**src/rtl/pcs_pkg.sv**
```systemverilog
package pcs_pkg;

   typedef enum logic [2:0] {
      OP_READ  = 3'd0,
      OP_WRITE = 3'd1,
      OP_FRAME = 3'd2,
      OP_VSYNC = 3'd3,
      OP_NOP   = 3'd4,
      OP_IRQ   = 3'd5,
      OP_DELAY = 3'd6,
      OP_RSVD  = 3'd7
   } op_e;

   typedef enum logic [1:0] {
      SQ_IDLE,
      SQ_BUS,
      SQ_VWAIT,
      SQ_DELAY
   } sq_e;

   typedef enum logic [1:0] {
      PH_IDLE,
      PH_SETUP,
      PH_PULSE,
      PH_HOLD
   } ph_e;

   typedef struct packed {
      op_e        op;
      logic       a0;
      logic [7:0] pay;
   } word_t;

   typedef struct packed {
      logic       cont;
      logic       ok;
      logic       a0;
      logic [7:0] data;
   } rdstat_t;

endpackage

```
**src/rtl/pcs_strobe.sv**
```systemverilog
module pcs_strobe
   import pcs_pkg::*;
#(
   parameter int CNT_W = 4
) (
   input  logic             clk,
   input  logic             rst_n,
   input  logic             start,
   input  logic             is_read,
   input  logic [CNT_W-1:0] setup_cyc,
   input  logic [CNT_W-1:0] pulse_cyc,
   input  logic [CNT_W-1:0] hold_cyc,
   output logic             cs_n,
   output logic             wr_n,
   output logic             rd_n,
   output logic             capture,
   output logic             done
);

   localparam logic [CNT_W-1:0] ONE = CNT_W'(1);

   ph_e              ph;
   logic [CNT_W-1:0] cnt;
   logic             rd_q;
   logic             last;

   assign last = (cnt == '0);

   always_ff @(posedge clk or negedge rst_n) begin
      if (!rst_n) begin
         ph   <= PH_IDLE;
         cnt  <= '0;
         rd_q <= 1'b0;
      end else begin
         unique case (ph)
            PH_IDLE: begin
               if (start) begin
                  ph   <= PH_SETUP;
                  cnt  <= setup_cyc;
                  rd_q <= is_read;
               end
            end
            PH_SETUP: begin
               if (last) begin
                  ph  <= PH_PULSE;
                  cnt <= pulse_cyc;
               end else begin
                  cnt <= cnt - ONE;
               end
            end
            PH_PULSE: begin
               if (last) begin
                  ph  <= PH_HOLD;
                  cnt <= hold_cyc;
               end else begin
                  cnt <= cnt - ONE;
               end
            end
            PH_HOLD: begin
               if (last) begin
                  ph <= PH_IDLE;
               end else begin
                  cnt <= cnt - ONE;
               end
            end
            default: ph <= PH_IDLE;
         endcase
      end
   end

   assign cs_n    = (ph == PH_IDLE);
   assign wr_n    = !((ph == PH_PULSE) && !rd_q);
   assign rd_n    = !((ph == PH_PULSE) && rd_q);
   assign capture = (ph == PH_PULSE) && last && rd_q;
   assign done    = (ph == PH_HOLD) && last;

   assert_one_strobe_R2: assert property (@(posedge clk) disable iff (!rst_n)
      !(!wr_n && !rd_n));

   assert_release_after_hold_R2: assert property (@(posedge clk) disable iff (!rst_n)
      done |=> (cs_n && wr_n && rd_n));

endmodule

```
**src/rtl/pcs_ms_timer.sv**
```systemverilog
module pcs_ms_timer #(
   parameter int CLKS_PER_MS = 125000,
   parameter int MS_W        = 8
) (
   input  logic            clk,
   input  logic            rst_n,
   input  logic            load,
   input  logic [MS_W-1:0] ms_in,
   output logic            zero
);

   localparam int TICK_W = (CLKS_PER_MS > 1) ? $clog2(CLKS_PER_MS) : 1;

   logic [MS_W-1:0] ms_left;
   logic            tick;
   logic            run;

   assign run = (ms_left != '0);

   generate
      if (CLKS_PER_MS == 1) begin : g_direct
         assign tick = 1'b1;
      end else begin : g_div
         localparam logic [TICK_W-1:0] LAST = TICK_W'(CLKS_PER_MS - 1);
         logic [TICK_W-1:0] sub;

         always_ff @(posedge clk or negedge rst_n) begin
            if (!rst_n) begin
               sub <= '0;
            end else if (load) begin
               sub <= '0;
            end else if (run) begin
               sub <= (sub == LAST) ? '0 : sub + TICK_W'(1);
            end
         end

         assign tick = (sub == LAST);

         assert_sub_range_R7: assert property (@(posedge clk) disable iff (!rst_n)
            sub <= LAST);
      end
   endgenerate

   always_ff @(posedge clk or negedge rst_n) begin
      if (!rst_n) begin
         ms_left <= '0;
      end else if (load) begin
         ms_left <= ms_in;
      end else if (run && tick) begin
         ms_left <= ms_left - MS_W'(1);
      end
   end

   assign zero = !run;

   assert_count_down_R7: assert property (@(posedge clk) disable iff (!rst_n)
      (!load && run) |=> (ms_left <= $past(ms_left)));

endmodule

```
**src/rtl/pcs_rd_capture.sv**
```systemverilog
module pcs_rd_capture
   import pcs_pkg::*;
(
   input  logic       clk,
   input  logic       rst_n,
   input  logic       capture,
   input  logic       a0,
   input  logic [7:0] din,
   input  logic       cont,
   input  logic       clr,
   output rdstat_t    stat,
   output logic       flag
);

   always_ff @(posedge clk or negedge rst_n) begin
      if (!rst_n) begin
         stat <= '0;
         flag <= 1'b0;
      end else begin
         if (capture) begin
            stat.cont <= cont;
            stat.ok   <= 1'b1;
            stat.a0   <= a0;
            stat.data <= din;
         end
         if (capture) begin
            flag <= 1'b1;
         end else if (clr) begin
            flag <= 1'b0;
         end
      end
   end

   assert_flag_on_read_R8: assert property (@(posedge clk) disable iff (!rst_n)
      capture |=> (flag && stat.ok));

endmodule

```
**src/rtl/panel_cmd_seq.sv**
```systemverilog
module panel_cmd_seq
   import pcs_pkg::*;
#(
   parameter int CNT_W       = 4,
   parameter int CLKS_PER_MS = 125000,
   parameter int SYNC_STAGES = 2
) (
   input  logic             clk,
   input  logic             rst_n,
   input  logic             cmd_valid,
   input  logic [11:0]      cmd_word,
   output logic             cmd_ready,
   input  logic [CNT_W-1:0] cfg_setup,
   input  logic [CNT_W-1:0] cfg_pulse,
   input  logic [CNT_W-1:0] cfg_hold,
   input  logic             vsync,
   input  logic [1:0]       flag_clr,
   input  logic [1:0]       irq_mask,
   output logic             bus_cs_n,
   output logic             bus_wr_n,
   output logic             bus_rd_n,
   output logic             bus_a0,
   output logic [7:0]       bus_dout,
   output logic             bus_oe,
   input  logic [7:0]       bus_din,
   output logic             frame_start,
   output logic [10:0]      rd_status,
   output logic [1:0]       flags,
   output logic             irq
);

   localparam int PAY_W = $bits(word_t) - 4;

   generate
      if (CNT_W < 1 || CNT_W > 16) begin : g_bad_cnt
         $error("CNT_W must lie in 1..16");
      end
      if (CLKS_PER_MS < 1) begin : g_bad_ms
         $error("CLKS_PER_MS must be at least 1");
      end
      if (SYNC_STAGES < 0 || SYNC_STAGES > 4) begin : g_bad_sync
         $error("SYNC_STAGES must lie in 0..4");
      end
   endgenerate

   word_t            w_in;
   sq_e              sq;
   logic             accept;
   logic             is_bus_op;
   logic             stb_done;
   logic             stb_cap;
   logic             tmr_zero;
   logic             vs_s;
   logic             vs_prev;
   logic             vs_rise;
   logic             a0_q;
   logic             rd_q;
   logic [PAY_W-1:0] dout_q;
   logic             frame_q;
   logic             cmd_flag;
   logic             rd_flag;
   rdstat_t          stat;

   assign w_in      = word_t'(cmd_word);
   assign cmd_ready = (sq == SQ_IDLE);
   assign accept    = cmd_valid && cmd_ready;
   assign is_bus_op = (w_in.op == OP_READ) || (w_in.op == OP_WRITE);

   // vsync synchroniser: depth picked by parameter
   generate
      if (SYNC_STAGES == 0) begin : g_nosync
         assign vs_s = vsync;
      end else begin : g_sync
         logic [SYNC_STAGES-1:0] sh;
         always_ff @(posedge clk or negedge rst_n) begin
            if (!rst_n) begin
               sh <= '0;
            end else begin
               sh[0] <= vsync;
               for (int i = 1; i < SYNC_STAGES; i++) begin
                  sh[i] <= sh[i-1];
               end
            end
         end
         assign vs_s = sh[SYNC_STAGES-1];
      end
   endgenerate

   always_ff @(posedge clk or negedge rst_n) begin
      if (!rst_n) begin
         vs_prev <= 1'b0;
      end else begin
         vs_prev <= vs_s;
      end
   end

   assign vs_rise = vs_s && !vs_prev;

   // command decoder and sequencing state
   always_ff @(posedge clk or negedge rst_n) begin
      if (!rst_n) begin
         sq       <= SQ_IDLE;
         a0_q     <= 1'b0;
         rd_q     <= 1'b0;
         dout_q   <= '0;
         frame_q  <= 1'b0;
         cmd_flag <= 1'b0;
      end else begin
         frame_q <= accept && (w_in.op == OP_FRAME) && w_in.a0;

         if (accept && (w_in.op == OP_IRQ)) begin
            cmd_flag <= 1'b1;
         end else if (flag_clr[0]) begin
            cmd_flag <= 1'b0;
         end

         if (accept && is_bus_op) begin
            a0_q <= w_in.a0;
            rd_q <= (w_in.op == OP_READ);
            if (w_in.op == OP_WRITE) begin
               dout_q <= w_in.pay;
            end
         end

         unique case (sq)
            SQ_IDLE: begin
               if (accept) begin
                  if (is_bus_op) begin
                     sq <= SQ_BUS;
                  end else if (w_in.op == OP_VSYNC) begin
                     sq <= SQ_VWAIT;
                  end else if (w_in.op == OP_DELAY) begin
                     sq <= SQ_DELAY;
                  end
               end
            end
            SQ_BUS:   if (stb_done) sq <= SQ_IDLE;
            SQ_VWAIT: if (vs_rise)  sq <= SQ_IDLE;
            SQ_DELAY: if (tmr_zero) sq <= SQ_IDLE;
            default:  sq <= SQ_IDLE;
         endcase
      end
   end

   pcs_strobe #(
      .CNT_W (CNT_W)
   ) u_strobe (
      .clk       (clk),
      .rst_n     (rst_n),
      .start     (accept && is_bus_op),
      .is_read   (w_in.op == OP_READ),
      .setup_cyc (cfg_setup),
      .pulse_cyc (cfg_pulse),
      .hold_cyc  (cfg_hold),
      .cs_n      (bus_cs_n),
      .wr_n      (bus_wr_n),
      .rd_n      (bus_rd_n),
      .capture   (stb_cap),
      .done      (stb_done)
   );

   pcs_ms_timer #(
      .CLKS_PER_MS (CLKS_PER_MS),
      .MS_W        (PAY_W)
   ) u_timer (
      .clk   (clk),
      .rst_n (rst_n),
      .load  (accept && (w_in.op == OP_DELAY)),
      .ms_in (w_in.pay),
      .zero  (tmr_zero)
   );

   pcs_rd_capture u_capture (
      .clk     (clk),
      .rst_n   (rst_n),
      .capture (stb_cap),
      .a0      (a0_q),
      .din     (bus_din),
      .cont    (cmd_valid),
      .clr     (flag_clr[1]),
      .stat    (stat),
      .flag    (rd_flag)
   );

   assign bus_a0      = a0_q;
   assign bus_dout    = dout_q;
   assign bus_oe      = (sq == SQ_BUS) && !rd_q;
   assign frame_start = frame_q;
   assign rd_status   = stat;
   assign flags       = {rd_flag, cmd_flag};
   assign irq         = |(flags & ~irq_mask);

   assert_a0_settled_R2: assert property (@(posedge clk) disable iff (!rst_n)
      $fell(bus_wr_n) |-> ($stable(bus_a0) && $stable(bus_dout) && !bus_cs_n));

   assert_idle_bus_quiet_R10: assert property (@(posedge clk) disable iff (!rst_n)
      cmd_ready |-> (bus_cs_n && bus_wr_n && bus_rd_n));

   assert_frame_from_accept_R5: assert property (@(posedge clk) disable iff (!rst_n)
      frame_start |-> $past(cmd_ready && cmd_valid));

   assert_vwait_needs_edge_R6: assert property (@(posedge clk) disable iff (!rst_n)
      ((sq == SQ_VWAIT) && !vs_rise) |=> !cmd_ready);

endmodule

```
**config.mk**
```make
export PLATFORM = sky130hd
export DESIGN_NAME = panel_cmd_seq
export DESIGN_NICKNAME = d
export VERILOG_FILES = /design/src/rtl/pcs_pkg.sv /design/src/rtl/pcs_strobe.sv /design/src/rtl/pcs_ms_timer.sv /design/src/rtl/pcs_rd_capture.sv /design/src/rtl/panel_cmd_seq.sv
export SDC_FILE = /design/constraint.sdc
export NUM_CORES = 1
export LEC_CHECK = 0
export BUFFER_PORTS_ARGS = -buffer_cell sky130_fd_sc_hd__buf_2
export CELL_PAD_IN_SITES_DETAIL_PLACEMENT = 0
export CELL_PAD_IN_SITES_GLOBAL_PLACEMENT = 1
export CORE_MARGIN = 2
export CORE_UTILIZATION = 40
export CTS_BUF_LIST = sky130_fd_sc_hd__clkbuf_16
export DETAILED_ROUTE_END_ITERATION = 6
export PLACE_DENSITY_LB_ADDON = 0.2
export SYNTH_ARGS = -nofsm -noshare
export SYNTH_HDL_FRONTEND = slang
export SYNTH_SLANG_ARGS = --single-unit
```
**constraint.sdc**
```tcl
create_clock -name clk -period 3 [get_ports clk]
set_input_delay 0.15 -clock clk [delete_from_list [all_inputs] [get_ports clk]]
set_output_delay 0.15 -clock clk [all_outputs]
set_load 0.02 [all_outputs]
```
==> qor.yml, run 1 <==
status:
  status: "finished, final reports clean"
setup_path:
  r2r_start: "u_timer.ms_left[4]"
  r2r.worst_path.cells: 5
  worst-setup-path-type: "reg -> reg"
  crit_required_ns: 3.25
  r2r-end: "u_timer.g_div.sub[4]"
  endpoint_kind: "flop"
  arrival_ns: 2.48
  critPathLaunchType: "flop"
  path_max_fanout: 11
  r2r_slack_ns: 0.76
synthesis:
  ys_seq_elements: 61
  synth_cells: 293
  synth_top_area_cell: "dfrtp_1"
  synth_edf_count: 0
  synthTopCellsByCount: "61 x dfrtp_1, 23 x nor2_1, 21 x nand2_1"
  yosysTopAreaCellShare_pct: 49.27
  synthFlopType: "dfrtp_1"
  yosysWarnings: 0
  synth.most_common_cell: "dfrtp_1"
  synthesis.area_mm2: 0.003098
  async_flop_share_pct: 100.0
  avgSynthCellArea_um2: 10.57
  netlist_top_cells_area: "dfrtp_1 49%, mux2_2 6.9%, xnor2_1 5.4%, ha_1 3.6%, nor2_1 2.8%"
  synth_cell_type_count: 50
  ys_seq_area_share_pct: 49.27
  syn_nets: 342
floorplan:
  die_w_um: 92.01
  core_area_mm2: 0.007607
  die_h_um: 92.01
  dieArea_mm2: 0.008465
  ioPinCount: 69
  rows: 32
  start_util_pct: 40.72
cells_and_area:
  diodes: 0
  ff_latch_area_mm2: 0.001526
  nets: 417
  areaGrowthSynthToFinish_pct: 25.48
  multi_input_area_mm2: 0.001474
  drive_gt1_share_pct: 31.64
  num-fill-cells: 714
timing:
  drv_slew: 0
  finClkSkew_ns: 0.005570
  min_period_over_period_pct: 74.61
  post-route-min-period_ns: 2.238
  max_slew_margin_pct: 42.63
  fmax_mhz: 446.7
  hold_viol_final: 0
  max_slew.worst_pin.slew_ns: 0.8605
  hold-worst-slack_ns: 0.005392
  finalSetupTns_ns: 0
  rsz0062_at_grt: "false"
  finalSetupViolCount: 0
global_route:
  grt_overflow: 0
  antenna_found_initial: 0
  gr-usage-met3_pct: 3.369
  grt_pass1_vias: 2390
  grt_use_met2_pct: 25.49
  grt_util_all_layers_pct: 16.69
  grt_max_degree: 40
  grt_pass1_wl_um: 11330
  grt_use_met1_pct: 23.30
  grt_busiest_layer: "met2"
worst_hold_path:
  hp-start: "flag_clr[1]"
  min_path_cells: 2
  worstHoldPathType: "in -> reg"
  holdPathEnd: "u_capture.flag"
placement:
  place_congestion: 0.7794
  dp_hpwl_um: 4668
  io_buffers: 68
power:
  p_seq_share_pct: 44.2
  combPwrFrac_pct: 6.9
  clockPowerShare_pct: 48.9
  p_per_area_mw_per_mm2: 529.5
  leakage_nw: 1.794
  max-vdd-ir-drop_mv: 0.4290
  swShare_pct: 23.74
  p_int_w: 0.001570
  p_switching_w: 0.0004886
clock_network:
  clock-sinks: 61
  numCtsBuffers: 9
  cts_max_path_buffers: 2
  cts_resized: 0
  cts-root-buf: "clkbuf_16"
  clk_latency_ns: 0.32
  path_clk_slew_ns: 0.06
  cts_tree: "done"
  ctsHtreeMaxLevel: 3
routing:
  drt_iter0_drc: 95
  drt_wl_total_um: 6685
  via_per_inst: 5.185
  drc: 0
  first_pass_iters: 5
  vias: 2463
  final_antenna_net_count: 0
  avgRoutedWirePerCell_um: 14.07
flow_run:
  maxCapViolCount: 0
-- power by group through the flow --
stage / clock (W) / sequential [W] / combinational, W
floorplan: 0 / 0.000907 / 0.0000844
finish: 0.00101 / 0.000909 / 0.000142
CTS: 0.00102 / 0.000908 / 0.000145
detailed placement: 0 / 0.000922 / 0.000142
global route: 0.00107 / 0.000916 / 0.000161
global placement: 0 / 0.000921 / 0.000137
-- metrics by stage --
step | cells | utilization, % | worst slack [ns] | cell area, µm² | power, W
after global routing | 475 | 51.10 | 0.5560 | 3887 | 0.002144
final | 475 | 51.10 | 0.7616 | 3887 | 0.002058
after CTS | 475 | 51.10 | 0.7305 | 3887 | 0.002078
after detailed placement | 456 | 46.88 | 0.7592 | 3566 | 0.001064
after global placement | 456 | 46.88 | 0.8060 | 3566 | 0.001058
after floorplan | 293 | - | 0.9510 | 3098 | 0.0009915
-- logic make-up (layout without fill, tap and decap cells) --
family	Yosys count	after routing	share of synthesized area, %
muxes	20	20	7.230
and+or+nand+nor	98	98	17.65
buffers and inverters	25	105	3.635
DFF	61	61	49.27
adders and majority gates	9	9	3.635
AOI/OAI and AO/OA	61	61	13.21
xor gates and xnor gates	19	19	5.372
-- final cells by class --
class	count	area share, %
multi-input cells	207	37.91
flip-flops and latches	61	39.27
clock buffers	9	5.793
repair buffers	79	11.07
well taps	102	3.283
inverters	10	0.9656
clock inverters	7	1.706
-- layout by cell type (no fill, tap or decap), types with 2 or more instances in the layout --
master | netlist | layout
dfrtp_1 | 61 | 61
nor4b_1 | 3 | 3
buf_4 | 3 | 8
buf_2 | 6 | 68
nor4_1 | 3 | 3
or4_1 | 3 | 3
o22ai_1 | 3 | 3
or2_2 | 2 | 2
nor3_1 | 2 | 2
nand4_1 | 3 | 3
o221ai_1 | 3 | 3
o211ai_1 | 6 | 6
xnor2_1 | 19 | 19
o21ai_0 | 13 | 13
a21oi_1 | 10 | 10
nand3_1 | 11 | 11
clkinv_2 | 0 | 2
clkinvlp_4 | 0 | 3
nand2b_1 | 6 | 6
and3_1 | 4 | 4
inv_1 | 10 | 10
o31ai_1 | 6 | 6
a32o_1 | 2 | 2
nand2_1 | 21 | 21
dlygate4sd3_1 | 0 | 3
mux2_2 | 19 | 19
a22oi_1 | 4 | 4
a211oi_1 | 7 | 7
nor2_1 | 23 | 23
nor3b_1 | 4 | 4
clkbuf_16 | 0 | 9
ha_1 | 9 | 9
-- sequential cells by signal (all words and copies together) (netlist names) --
register,count
u_capture.flag,1
u_strobe.ph,2
bus_a0,1
g_sync.sh,2
bus_dout,8
sq,2
u_timer.ms_left,8
cmd_flag,1
u_capture.stat,11
u_strobe.cnt,4
u_timer.g_div.sub,17
vs_prev,1
rd_q,1
u_strobe.rd_q,1
frame_start,1
-- critical path: stages (launching register included) --
cell,delay (ns)
dfrtp_1,0.42
or4_4,0.56
or4b_1,0.60
nand2b_2,0.15
nand2_1,0.25
nor2_1,0.19
-- routing by layer --
layer / share of wire [%] / vias up / routed length, µm
met5: 0 / - / 0
met4: 1.6 / 0 / 104
met3: 4.5 / 10 / 304
met2: 45 / 55 / 3041
met1: 48 / 1182 / 3234
li1: - / 1216 / -
-- how the worst max path moves through the flow --
stage | startpoint | end | cells past startpoint
global route | u_timer.g_div.sub[0] | u_timer.g_div.sub[4] | 6
global placement | u_timer.ms_left[5] | u_timer.g_div.sub[10] | 5
detailed placement | u_timer.ms_left[5] | u_timer.g_div.sub[4] | 5
CTS | u_timer.ms_left[4] | u_timer.g_div.sub[4] | 5
finish | u_timer.ms_left[4] | u_timer.g_div.sub[4] | 5
floorplan | u_timer.ms_left[5] | u_timer.g_div.sub[6] | 6
-- timing repair --
item / CTS / global route
hold endpoints to repair: 39 / 0
setup buffers: 0 / 0
hold buffers: 3 / 0
Power figures use the tool's default switching activity.
==> run 2, diff against run 1 <==
==> constraint.sdc (replaced) <==
create_clock -name clk -period 2.3 [get_ports clk]
set_input_delay 0.115 -clock clk [delete_from_list [all_inputs] [get_ports clk]]
set_output_delay 0.115 -clock clk [all_outputs]
set_load 0.02 [all_outputs]
==> run 2 against run 1 <==
Effect of this change: combinational power grew 43%; power increased by 36%; clock-buffer cell count did not move; largest power group unchanged.
==> qor.yml, run 2 (synthesis results as in run 1) <==
status:
  status: "finished, final reports clean"
clock_network:
  numCtsBuffers: 9
  clock-sinks: 61
  cts_max_path_buffers: 2
  ctsHtreeMaxLevel: 3
  path_clk_slew_ns: 0.05
  cts-root-buf: "clkbuf_16"
  cts_tree: "done"
  clk_latency_ns: 0.33
cells_and_area:
  drive_gt1_share_pct: 33.07
  largest_register_ffs: 17
  design_area_mm2: 0.004018
  areaGrowthSynthToFinish_pct: 29.68
  nets: 425
  multi_input_area_mm2: 0.001478
  mostFrequentLayoutCells: "68 x buf_2, 61 x dfrtp_1, 23 x nor2_1"
  ff_latch_area_mm2: 0.001526
  layout_commonest_cell: "buf_2"
  diodes: 0
  largest-register: "u_timer.g_div.sub"
  postLayoutCoreUtil_pct: 52.81
  reg.largest.list: "u_timer.g_div.sub: 17 flops, u_capture.stat: 11 flops"
  num-fill-cells: 716
routing:
  avgRoutedWirePerCell_um: 14.04
  drt_wl_total_um: 6781
  final_antenna_net_count: 0
  drc: 0
  vias: 2484
  first_pass_iters: 4
  via_per_inst: 5.143
  drt_iter0_drc: 96
setup_path:
  arrival_ns: 2.29
  r2r_slack_ns: 0.22
  path_max_fanout: 3
  crit_path_end: "u_timer.g_div.sub[6]"
  r2r.worst_path.cells: 5
  endpoint_kind: "flop"
  r2r_start: "u_timer.ms_left[5]"
  crit_required_ns: 2.51
  critPathLaunch: "u_timer.ms_left[5]"
  critPathLaunchType: "flop"
  worst-setup-path-type: "reg -> reg"
  r2r-end: "u_timer.g_div.sub[6]"
timing:
  drv_slew: 0
  finClkSkew_ns: 0.005936
  finalSetupViolCount: 0
  rsz0062_at_grt: "false"
  min_period_over_period_pct: 90.44
  hold-worst-slack_ns: 0.01077
  post-route-min-period_ns: 2.080
  fmax_mhz: 480.7
  finalSetupTns_ns: 0
  max_slew_margin_pct: 60.57
  hold_viol_final: 0
  layout_setup_ws_ns: 0.2199
  max_slew.worst_pin.slew_ns: 0.5765
floorplan:
  rows: 32
  ioPinCount: 69
  core_area_mm2: 0.007607
  start_util_pct: 40.72
  die_h_um: 92.01
  dieArea_mm2: 0.008465
  die_w_um: 92.01
placement:
  dp_hpwl_um: 4785
  place_ws_ns: 0.1242
  dpl_cell_area_mm2: 0.003649
  io_buffers: 68
  place_congestion: 0.8029
global_route:
  grt_pass1_vias: 2490
  grt_max_degree: 40
  grt_overflow: 0
  grt_pass1_wl_um: 11840
  grt_util_all_layers_pct: 17.64
  antenna_found_initial: 0
flow_run:
  maxCapViolCount: 0
worst_hold_path:
  worstHoldPathType: "in -> reg"
power:
  p_per_area_mw_per_mm2: 697.0
  leakage_nw: 1.859
  max-vdd-ir-drop_mv: 0.4170
[run 2: metrics by stage]
| step | power, W | instances |
|---|---|---|
| after CTS | 0.002840 | 483 |
| after floorplan | 0.001293 | 293 |
| final | 0.002800 | 483 |
| after global routing | 0.002926 | 483 |
| after detailed placement | 0.001398 | 462 |
| after global placement | 0.001391 | 462 |
[run 2: worst min path at each step]
stage	cells after the start	endpoint	slack (ns)	start
2_1_floorplan	0	bus_a0	-0.18	rst_n
4_1_cts	3	u_timer.ms_left[5]	0.00004	cmd_word[5]
6_report	3	u_timer.ms_left[6]	0.01	cmd_word[6]
5_1_grt	2	u_capture.stat[5]	0.008	bus_din[5]
3_3_place_gp	1	u_capture.stat[1]	0.13	rst_n
3_5_place_dp	1	u_capture.stat[9]	0.13	rst_n
[run 2: metal layers]
metal | GRT usage [%] | up-vias | routed length, µm
li1 | - | 1231 | -
met1 | 23.86 | 1199 | 3289
met2 | 27.70 | 50 | 3147
met3 | 5.259 | 4 | 290
met4 | 4.851 | 0 | 55
met5 | 0 | - | 0
[run 2: timing repair]
action,4_1_cts,5_1_grt
setup endpoints to repair,0,3
hold endpoints to repair,26,0
buffers inserted,0,0
resized for setup,0,1
hold buffers,5,0
[run 2: power by group]
group	switching, W	internal (W)	total (W)
sequential	0.0000558	0.00112	0.00118
combinational	0.0000990	0.000104	0.000203
clock	0.000476	0.000941	0.00142
[run 2: area by class of cell]
class                      count  share of cell area (%)
timing repair buffer          87                   13.27
multi-input combinational    207                   36.78
clock buffer                   9                   5.606
inverter                      10                  0.9343
sequential                    61                   37.99
clock inverter                 7                   2.242
tap                          102                   3.177
[run 2: critical path: stages, from the launching register on]
cell      delay (ns)
dfrtp_1         0.40
or4_4           0.57
or4b_1          0.55
o2111a_1        0.27
xnor2_1         0.13
nor2_1          0.05
